**src/rtl/ser_port_pkg.sv**
```systemverilog
// Package for the serial output-port serializer.
// Holds the default frame width and a clamp helper for the divider settings.
// Assumes divider settings are unsigned and no wider than 32 bits.
package ser_port_pkg;

    localparam int PKG_FRAME_W = 32;

    // Limit a divider setting to the range [lo, hi].
    function automatic int unsigned clamp_div(int unsigned v, int unsigned lo, int unsigned hi);
        if (v < lo) return lo;
        if (v > hi) return hi;
        return v;
    endfunction

endpackage

```
**src/rtl/sp_clkdiv.sv**
```systemverilog
// Two-stage bit-clock divider.
// A prescaler counts m_div reference cycles; each time it wraps, the edge counter advances.
// One bit lasts m_div*b_div cycles. bit_end pulses in the last cycle of a bit.
// The bit-clock level is low for the first half (rounded down) of the edge count.
// Assumes m_div >= 2 and b_div >= 2, both held stable while en is high.
module sp_clkdiv #(
    parameter int MDIV_W = 9,
    parameter int BDIV_W = 8
) (
    input  logic              clk,
    input  logic              rst_n,
    input  logic              clr,
    input  logic              en,
    input  logic [MDIV_W-1:0] m_div,
    input  logic [BDIV_W-1:0] b_div,
    output logic              bit_end,
    output logic              bck_lvl
);
    localparam logic [MDIV_W-1:0] M_ONE = 1;
    localparam logic [BDIV_W-1:0] B_ONE = 1;

    logic [MDIV_W-1:0] pre_cnt;
    logic [BDIV_W-1:0] edge_cnt;
    logic              pre_wrap;

    assign pre_wrap = (pre_cnt == m_div - M_ONE);
    assign bit_end  = en && pre_wrap && (edge_cnt == b_div - B_ONE);
    assign bck_lvl  = (edge_cnt >= (b_div >> 1));

    // Advance the prescaler and edge counters while the serializer runs.
    always_ff @(posedge clk) begin
        if (!rst_n || clr) begin
            pre_cnt  <= '0;
            edge_cnt <= '0;
        end else if (en) begin
            if (pre_wrap) begin
                pre_cnt  <= '0;
                edge_cnt <= (edge_cnt == b_div - B_ONE) ? '0 : edge_cnt + B_ONE;
            end else begin
                pre_cnt  <= pre_cnt + M_ONE;
            end
        end
    end

endmodule

```
**src/rtl/sp_shifter.sv**
```systemverilog
// Frame shifter.
// Loads a frame word, shifts it out MSB first one bit per bit_end, and flags the last bit.
// On each load it inverts word select; a restart load forces word select low instead.
// Assumes load can only be high on a start or on the last cycle of a frame.
module sp_shifter #(
    parameter int FRAME_W = 32,
    localparam int IDX_W  = $clog2(FRAME_W)
) (
    input  logic               clk,
    input  logic               rst_n,
    input  logic               load,
    input  logic               restart,
    input  logic [FRAME_W-1:0] frame_word,
    input  logic               bit_end,
    output logic               msb,
    output logic               frame_last,
    output logic               ws_q
);
    localparam logic [IDX_W-1:0] LAST_IDX = IDX_W'(FRAME_W - 1);

    logic [FRAME_W-1:0] shreg;
    logic [IDX_W-1:0]   bit_idx;

    assign msb        = shreg[FRAME_W-1];
    assign frame_last = bit_end && (bit_idx == LAST_IDX);

    // Load a new frame or shift out the next bit.
    always_ff @(posedge clk) begin
        if (!rst_n) begin
            shreg   <= '0;
            bit_idx <= '0;
            ws_q    <= 1'b0;
        end else if (load) begin
            shreg   <= frame_word;
            bit_idx <= '0;
            ws_q    <= restart ? 1'b0 : ~ws_q;
        end else if (bit_end) begin
            shreg   <= {shreg[FRAME_W-2:0], 1'b0};
            bit_idx <= bit_idx + 1'b1;
        end
    end

endmodule

```
**src/rtl/sp_static_reg.sv**
```systemverilog
// Static upper-half register used in split mode.
// A pin write updates one bit only when split mode is on and the pin index is in the upper half.
// Assumes pin indices address a FRAME_W-bit port image.
module sp_static_reg #(
    parameter int FRAME_W = 32,
    localparam int IDX_W  = $clog2(FRAME_W),
    localparam int HALF_W = FRAME_W / 2
) (
    input  logic              clk,
    input  logic              rst_n,
    input  logic              we,
    input  logic              split_en,
    input  logic [IDX_W-1:0]  idx,
    input  logic              val,
    output logic [HALF_W-1:0] stat_q
);
    logic [HALF_W-1:0] wr_mask;

    // Decode one write-enable per upper-half pin.
    for (genvar i = 0; i < HALF_W; i++) begin : g_dec
        assign wr_mask[i] = we && split_en && (idx == IDX_W'(HALF_W + i));
    end

    // Apply the decoded single-bit write.
    always_ff @(posedge clk) begin
        if (!rst_n) stat_q <= '0;
        else        stat_q <= (stat_q & ~wr_mask) | (wr_mask & {HALF_W{val}});
    end

endmodule

```
**src/rtl/ser_port_tx.sv**
```systemverilog
// Serial output-port serializer, top level.
// Streams FRAME_W-bit port words as serial frames with bit clock, word select and data.
// A word is taken at each frame boundary; with no word offered, the last one is resent.
// In split mode the upper half of each frame comes from the static register.
// Assumes start and stop are single-cycle pulses; divider settings are captured on start.
module ser_port_tx import ser_port_pkg::*; #(
    parameter int FRAME_W  = PKG_FRAME_W,
    parameter int MDIV_W   = 9,
    parameter int BDIV_W   = 8,
    parameter int MDIV_MAX = 256,
    parameter int DIV_MIN  = 2,
    localparam int IDX_W   = $clog2(FRAME_W),
    localparam int HALF_W  = FRAME_W / 2
) (
    input  logic               clk,
    input  logic               rst_n,
    input  logic               start,
    input  logic               stop,
    input  logic [MDIV_W-1:0]  mdiv,
    input  logic [BDIV_W-1:0]  bdiv,
    input  logic               split_en,
    input  logic               pin_we,
    input  logic [IDX_W-1:0]   pin_idx,
    input  logic               pin_val,
    input  logic               in_valid,
    input  logic [FRAME_W-1:0] in_word,
    output logic               in_ready,
    output logic               bck,
    output logic               ws,
    output logic               sdo
);
    localparam int BDIV_MAX = (1 << BDIV_W) - 1;

    logic               run_q;
    logic               stop_pend_q;
    logic [MDIV_W-1:0]  m_q;
    logic [BDIV_W-1:0]  b_q;
    logic [FRAME_W-1:0] last_q;
    logic [HALF_W-1:0]  stat;
    logic               bit_end, bck_lvl, frame_end, msb, ws_q;
    logic               stop_req, halt, load;
    logic [FRAME_W-1:0] src_word, frame_word;

    assign stop_req   = stop_pend_q | stop;
    assign halt       = frame_end & stop_req & ~start;
    assign load       = start | (frame_end & ~stop_req);
    assign in_ready   = load;
    assign src_word   = in_valid ? in_word : last_q;
    assign frame_word = split_en ? {stat, src_word[HALF_W-1:0]} : src_word;

    assign bck = run_q & bck_lvl;
    assign ws  = run_q & ws_q;
    assign sdo = run_q & msb;

    // Run/stop control and divider capture.
    always_ff @(posedge clk) begin
        if (!rst_n) begin
            run_q       <= 1'b0;
            stop_pend_q <= 1'b0;
            m_q         <= MDIV_W'(DIV_MIN);
            b_q         <= BDIV_W'(DIV_MIN);
        end else if (start) begin
            run_q       <= 1'b1;
            stop_pend_q <= 1'b0;
            m_q         <= MDIV_W'(clamp_div(32'(mdiv), DIV_MIN, MDIV_MAX));
            b_q         <= BDIV_W'(clamp_div(32'(bdiv), DIV_MIN, BDIV_MAX));
        end else if (halt) begin
            run_q       <= 1'b0;
            stop_pend_q <= 1'b0;
        end else if (run_q && stop) begin
            stop_pend_q <= 1'b1;
        end
    end

    // Remember the last accepted stream word for repeats.
    always_ff @(posedge clk) begin
        if (!rst_n)                last_q <= '0;
        else if (load && in_valid) last_q <= in_word;
    end

    sp_clkdiv #(.MDIV_W(MDIV_W), .BDIV_W(BDIV_W)) u_div (
        .clk(clk), .rst_n(rst_n), .clr(start), .en(run_q),
        .m_div(m_q), .b_div(b_q), .bit_end(bit_end), .bck_lvl(bck_lvl)
    );

    sp_shifter #(.FRAME_W(FRAME_W)) u_shift (
        .clk(clk), .rst_n(rst_n), .load(load), .restart(start),
        .frame_word(frame_word), .bit_end(bit_end),
        .msb(msb), .frame_last(frame_end), .ws_q(ws_q)
    );

    sp_static_reg #(.FRAME_W(FRAME_W)) u_stat (
        .clk(clk), .rst_n(rst_n), .we(pin_we), .split_en(split_en),
        .idx(pin_idx), .val(pin_val), .stat_q(stat)
    );

endmodule

```
**config.mk**
```make
export PLATFORM = sky130hd
export DESIGN_NAME = ser_port_tx
export DESIGN_NICKNAME = d
export VERILOG_FILES = /design/src/rtl/ser_port_pkg.sv /design/src/rtl/sp_clkdiv.sv /design/src/rtl/sp_shifter.sv /design/src/rtl/sp_static_reg.sv /design/src/rtl/ser_port_tx.sv
export SDC_FILE = /design/constraint.sdc
export NUM_CORES = 1
export LEC_CHECK = 0
export ABC_AREA = 1
export CORE_MARGIN = 8
export CORE_UTILIZATION = 30
export CTS_BUF_LIST = sky130_fd_sc_hd__clkbuf_8 sky130_fd_sc_hd__clkbuf_16
export DETAILED_ROUTE_END_ITERATION = 16
export GPL_TIMING_DRIVEN = 0
export PLACE_DENSITY = 0.48
export SLEW_MARGIN = 10
export SYNTH_ARGS = -nofsm -noshare
export SYNTH_HDL_FRONTEND = slang
export SYNTH_SLANG_ARGS = --single-unit
```
**constraint.sdc**
```tcl
create_clock -name clk -period 4.84 [get_ports clk]
set_clock_uncertainty 0.2 [all_clocks]
set_input_delay 0.484 -clock clk [delete_from_list [all_inputs] [get_ports clk]]
set_output_delay 0.484 -clock clk [all_outputs]
set_load 0.02 [all_outputs]
```
# Yosys cells after proc, flatten, opt, wreduce, memory -nomap -nowiden
# Cells that the tools add are included.
# totals
output_inout_bits	4
ff_bits	122
word_cells	109
# classes
addsub	5
n_bitwise	16
n_reduce_logical	29
muxes	25
magnitude_cmp	4
eq_ne	19
# op_table
operator	n
32-bit 2-to-1 mux	4
5-bit equality test, second input constant	17
9-bit 2-to-1 mux	4
16-bit AND	2
1-bit logical AND	22
8-bit 2-to-1 mux	2
16-bit NOT	1
16-bit bitwise OR	1
1-bit 2-to-1 mux	13
9-bit by 1-bit adder with 9-bit output, second input constant	1
9-bit equality test	1
9-bit > comparator, second input constant	1
9-bit by 2-bit < comparator with 1-bit output, second input constant	1
9-bit by 1-bit subtractor with 9-bit output, second input constant	1
8-bit by 1-bit adder with 8-bit output, second input constant	1
8-bit equality test	1
8-bit by 7-bit greater-or-equal comparator with 1-bit output	1
8-bit by 2-bit < comparator with 1-bit output, second input constant	1
8-bit by 1-bit subtractor with 8-bit output, second input constant	1
1-bit AND	6
5-bit by 1-bit adder with 5-bit output, second input constant	1
2-bit 2-to-1 mux	2
1-bit NOT	4
2-bit nonzero test	2
6 further kinds	7

# Depth between registers and ports, before layout
# logic_depth
word_depth	9
depth_mapped	17

# Cells and area by module
# Synthesis repeated with hierarchy kept, for this count alone.
# unflattened
hier_cells	1099
area_unflattened_um2	7035.5
# by_module_without_submodules
module	seq_area_each_um2	area_each_um2	cells_per_inst	n_inst
ser_port_tx	1021.0	2549.9	395	1
sp_shifter	760.7	1874.3	281	1
sp_clkdiv	340.3	1860.5	318	1
sp_static_reg	320.3	750.7	105	1

# Least setup slack after synthesis
# Ideal clock, no wire load.
# synth_path
path_type	register to output
startpoint	register m_q[0]
endpoint	output in_ready
path_stages_with_launch	14
arrival_ps	1943
n_path_buf	1
setup_slack_ps	2213
cell_sequence	dfxtp_1 inv_2 ha_1 inv_1 nand2_1 nand2_1 nor2_1 nand2_1 nor2_1 nand3_2 nor3_4 nand4_2 nand2_4 buf_2
# synth_between
elab_chain_cells	7
# synth_lines
item	line	text
from (decl)	ser_port_tx.sv:36	logic [MDIV_W-1:0] m_q;
from (signal assigned)	ser_port_tx.sv:60	m_q <= MDIV_W'(DIV_MIN);
from (signal assigned)	ser_port_tx.sv:65	m_q <= MDIV_W'(clamp_div(32'(mdiv), DIV_MIN, MDIV_MAX));
9-bit by 1-bit subtractor with 9-bit output	sp_clkdiv.sv:26	assign pre_wrap = (pre_cnt == m_div - M_ONE);
9-bit equality test	sp_clkdiv.sv:26	
1-bit logical AND (2 in a row)	sp_clkdiv.sv:27	assign bit_end = en && pre_wrap && (edge_cnt == b_div - B_ONE);
1-bit logical AND	sp_shifter.sv:25	assign frame_last = bit_end && (bit_idx == LAST_IDX);
1-bit AND	ser_port_tx.sv:46	assign load = start | (frame_end & ~stop_req);
1-bit bitwise OR	ser_port_tx.sv:46	
to (decl)	ser_port_tx.sv:27	output logic in_ready,
# No other way between the ends.

# Worst setup path after layout
# Ends and elaborated chain as after synthesis.

==> reports/qor.txt <==
run status - finished clean
nets - 1,169
Static Leak - 3.63 nW
CP max FO - 10
Syn Inst Count - 1,010
number of I/O port buffers - 65
f_max - 251 MHz
Synth Area in Adders - 2.47%
XOR/XNOR share of the synthesized area - 2.39%
RSZ-0062 raised after global routing - no
HP Class - register to register
fin worst setup slack - 0.852 ns
Top delay family on crit path - simple AND/OR/NAND/NOR gates
most used flip-flop cell after synthesis - dfxtp_1
FF+latch count, synth - 122
Slew Viols, Final - 0
buffers and inverters on the worst path - 4
Clock Power Share - 47.5%
Syn Area/Cell - 6.53 um2
n_diodes - 0
Initial Utilization - 30.4%
P_sw - 0.729 mW
Int Power - 1.95 mW
asr flop ratio synth - 0%
Slew HR - 36.3%
largest area contributor in the netlist - dfxtp_1
Worst EP arrival - 3.30 ns
Placed Area - 7590 um2
Core Rows - 54
die area - 27,000 um2
dpl ws - 1.22 ns
setup slack on the worst flop-to-flop path - 1.89 ns
largest family of logic cells by synthesized area - simple AND/OR/NAND/NOR gates
final hold viol count - 0
share of cells above drive strength 1 - 6.05%
vias in the first global route - 6,169
Yosys top cell area share - 37.0%
minimum clock period - 3.99 ns
startpoint class of the critical path - register
clk sink count - 122
fill cell count - 2,417
CTS H-tree lvls - 4
register share of total power - 39.9%
Post-Synth Simple-Gate Area - 33.6%
first-pass GRT wire length - 30.9 mm
DR iter-0 viols - 255
fin area - 8190 um2
post-CTS resize count - 0
grt total ovfl - 0
total chip power - 2.68 mW
synthesized area - 6590 um2
cell mode on critical path - nand2_1
crit-path max cell delay - 0.64 ns
die height - 164 um
leading cell type in the layout, fill and taps excluded - nand2_1
post-cts hold buffer count - 0
Comb pwr share - 12.5%
Clk pin slew, worst setup/hold paths - 0.06 ns
Critical-path top delay cell - clkdlybuf4s50_1
worst skew pair latency - 0.42 ns
Core Box Area - 21,700 um2
Synth warnings - 0
synth unique cells - 44
chip width - 164 um
Routed WL - 18.4 mm
Power Dens Cells - 328 nW/um2
root buffer cell - clkbuf_16
CP required - 4.16 ns
top post-synthesis cells by area - dfxtp_1, nand2_1, nor2_1
vias per cell - 4.58
final setup vio count - 0
Setup TNS Final - 0 ns
Setup crit end kind - output port
Cell Chain, Critical Path - inv_2 > ha_1 > nand2_2 > nor2_2 > nand2_1 > nand2_1 > inv_1 > nor2_1 > nand3_1 > nor3_4 > nand4_2 > nand2_4 > buf_2 > clkdlybuf4s50_1
Syn Nets - 1,085
P&R area growth vs syn - 24.2%
fin cells - 1,387
largest net degree at the start of global routing - 17
fin crit share - 82.4%
number of max-cap violations - 0
switching part of the total - 27.2%
Final HPWL DP - 13.8 mm
residual DRC count - 0
TritonCTS Buffers - 17
CTS tree - done
CP Class - register to output port
post-synthesis compound-gate area fraction - 13.9%
most frequent cells in the layout - nand2_1, nor2_1, inv_1, dfxtp_1, clkdlybuf4s50_1
drt first pass iters - 5
Inst Count DP - 1,355
Final GP Congestion - 0.784
GRT Total Usage - 14.2%
via count - 6,354
VDD IR-drop max - 0.181 mV
Post-synth EDFFs - 0
Worst-Margin Slew - 0.948 ns
sequential area share after synthesis - 37.0%
setup repair bufs after CTS - 0
initial antenna violation count - 0
IO Pins - 66
DR WL/cell - 13.3 um
fraction of synthesized area in multiplexers - 0%
CTS Buffer Depth - 2
post-route ant nets - 0
==> synth_stat cells, drive strengths merged (15+ instances only) <==
cell / instances
buf: 17
dfxtp: 122
nand2: 259
a31oi: 15
a311oi: 16
nor2: 158
a21oi: 46
inv: 128
o21ai: 53
nand3: 61
clkbuf: 27
nor3: 15
nand4: 18
==> routing by layer <==
metal	part of all wire [%]	wire, um	global-route usage [%]	up-vias
li1	-	-	-	3434
met1	51	9440	18.8	2817
met2	44	8130	22.7	88
met3	3.4	634	3.03	15
met4	1.1	203	4.26	0
met5	0	0	0	-
==> metrics by stage <==
step	hold slack (ns)	util, %
floorplan	0.240	-
global placement	0.249	35.0
detailed placement	0.254	35.0
CTS	0.263	37.7
global route	0.275	37.7
finish	0.261	37.7
==> final timing paths <==
kind | end | from | cells after the start
min | last_q[2]$_SDFFE_PN0P_ | last_q[2]$_SDFFE_PN0P_ | 2
max reg2reg | last_q[9]$_SDFFE_PN0P_ | m_q[0]$_SDFFE_PN0P_ | 16
max | in_ready | m_q[0]$_SDFFE_PN0P_ | 14
min reg2reg | last_q[2]$_SDFFE_PN0P_ | last_q[2]$_SDFFE_PN0P_ | 2
==> final cells by class <==
| cell class | count | area, um2 | area share (%) |
|---|---|---|---|
| timing repair buffer | 65 | 651 | 7.95 |
| multi-input combinational | 713 | 3460 | 42.2 |
| sequential | 122 | 2440 | 29.8 |
| tap | 280 | 350 | 4.28 |
| clock buffer | 17 | 425 | 5.20 |
| inverter | 131 | 493 | 6.02 |
| buffer | 44 | 203 | 2.48 |
| clock inverter | 15 | 166 | 2.03 |
==> cells by family after synthesis <==
family | after synthesis
and+or+nand+nor | 528
buffers and inverters | 175
AOI/OAI and AO/OA | 154
DFF | 122
xor gates and xnor gates | 18
adders and majority gates | 13
==> worst min-delay path: stages (launching register included) <==
cell     delay (ns)
dfxtp_1        0.31
nand2_1        0.06
a21oi_1        0.05
==> power by group through the flow <==
stage                     sequential, mW  combinational (mW)  clock (mW)
after floorplan                     1.09               0.215           0
after global placement              1.09               0.338           0
after detailed placement            1.09               0.339           0
after CTS                           1.07               0.341        1.31
after global routing                1.08               0.385        1.35
final                               1.07               0.336        1.28
No activity file was read; power rests on OpenSTA's default activity.
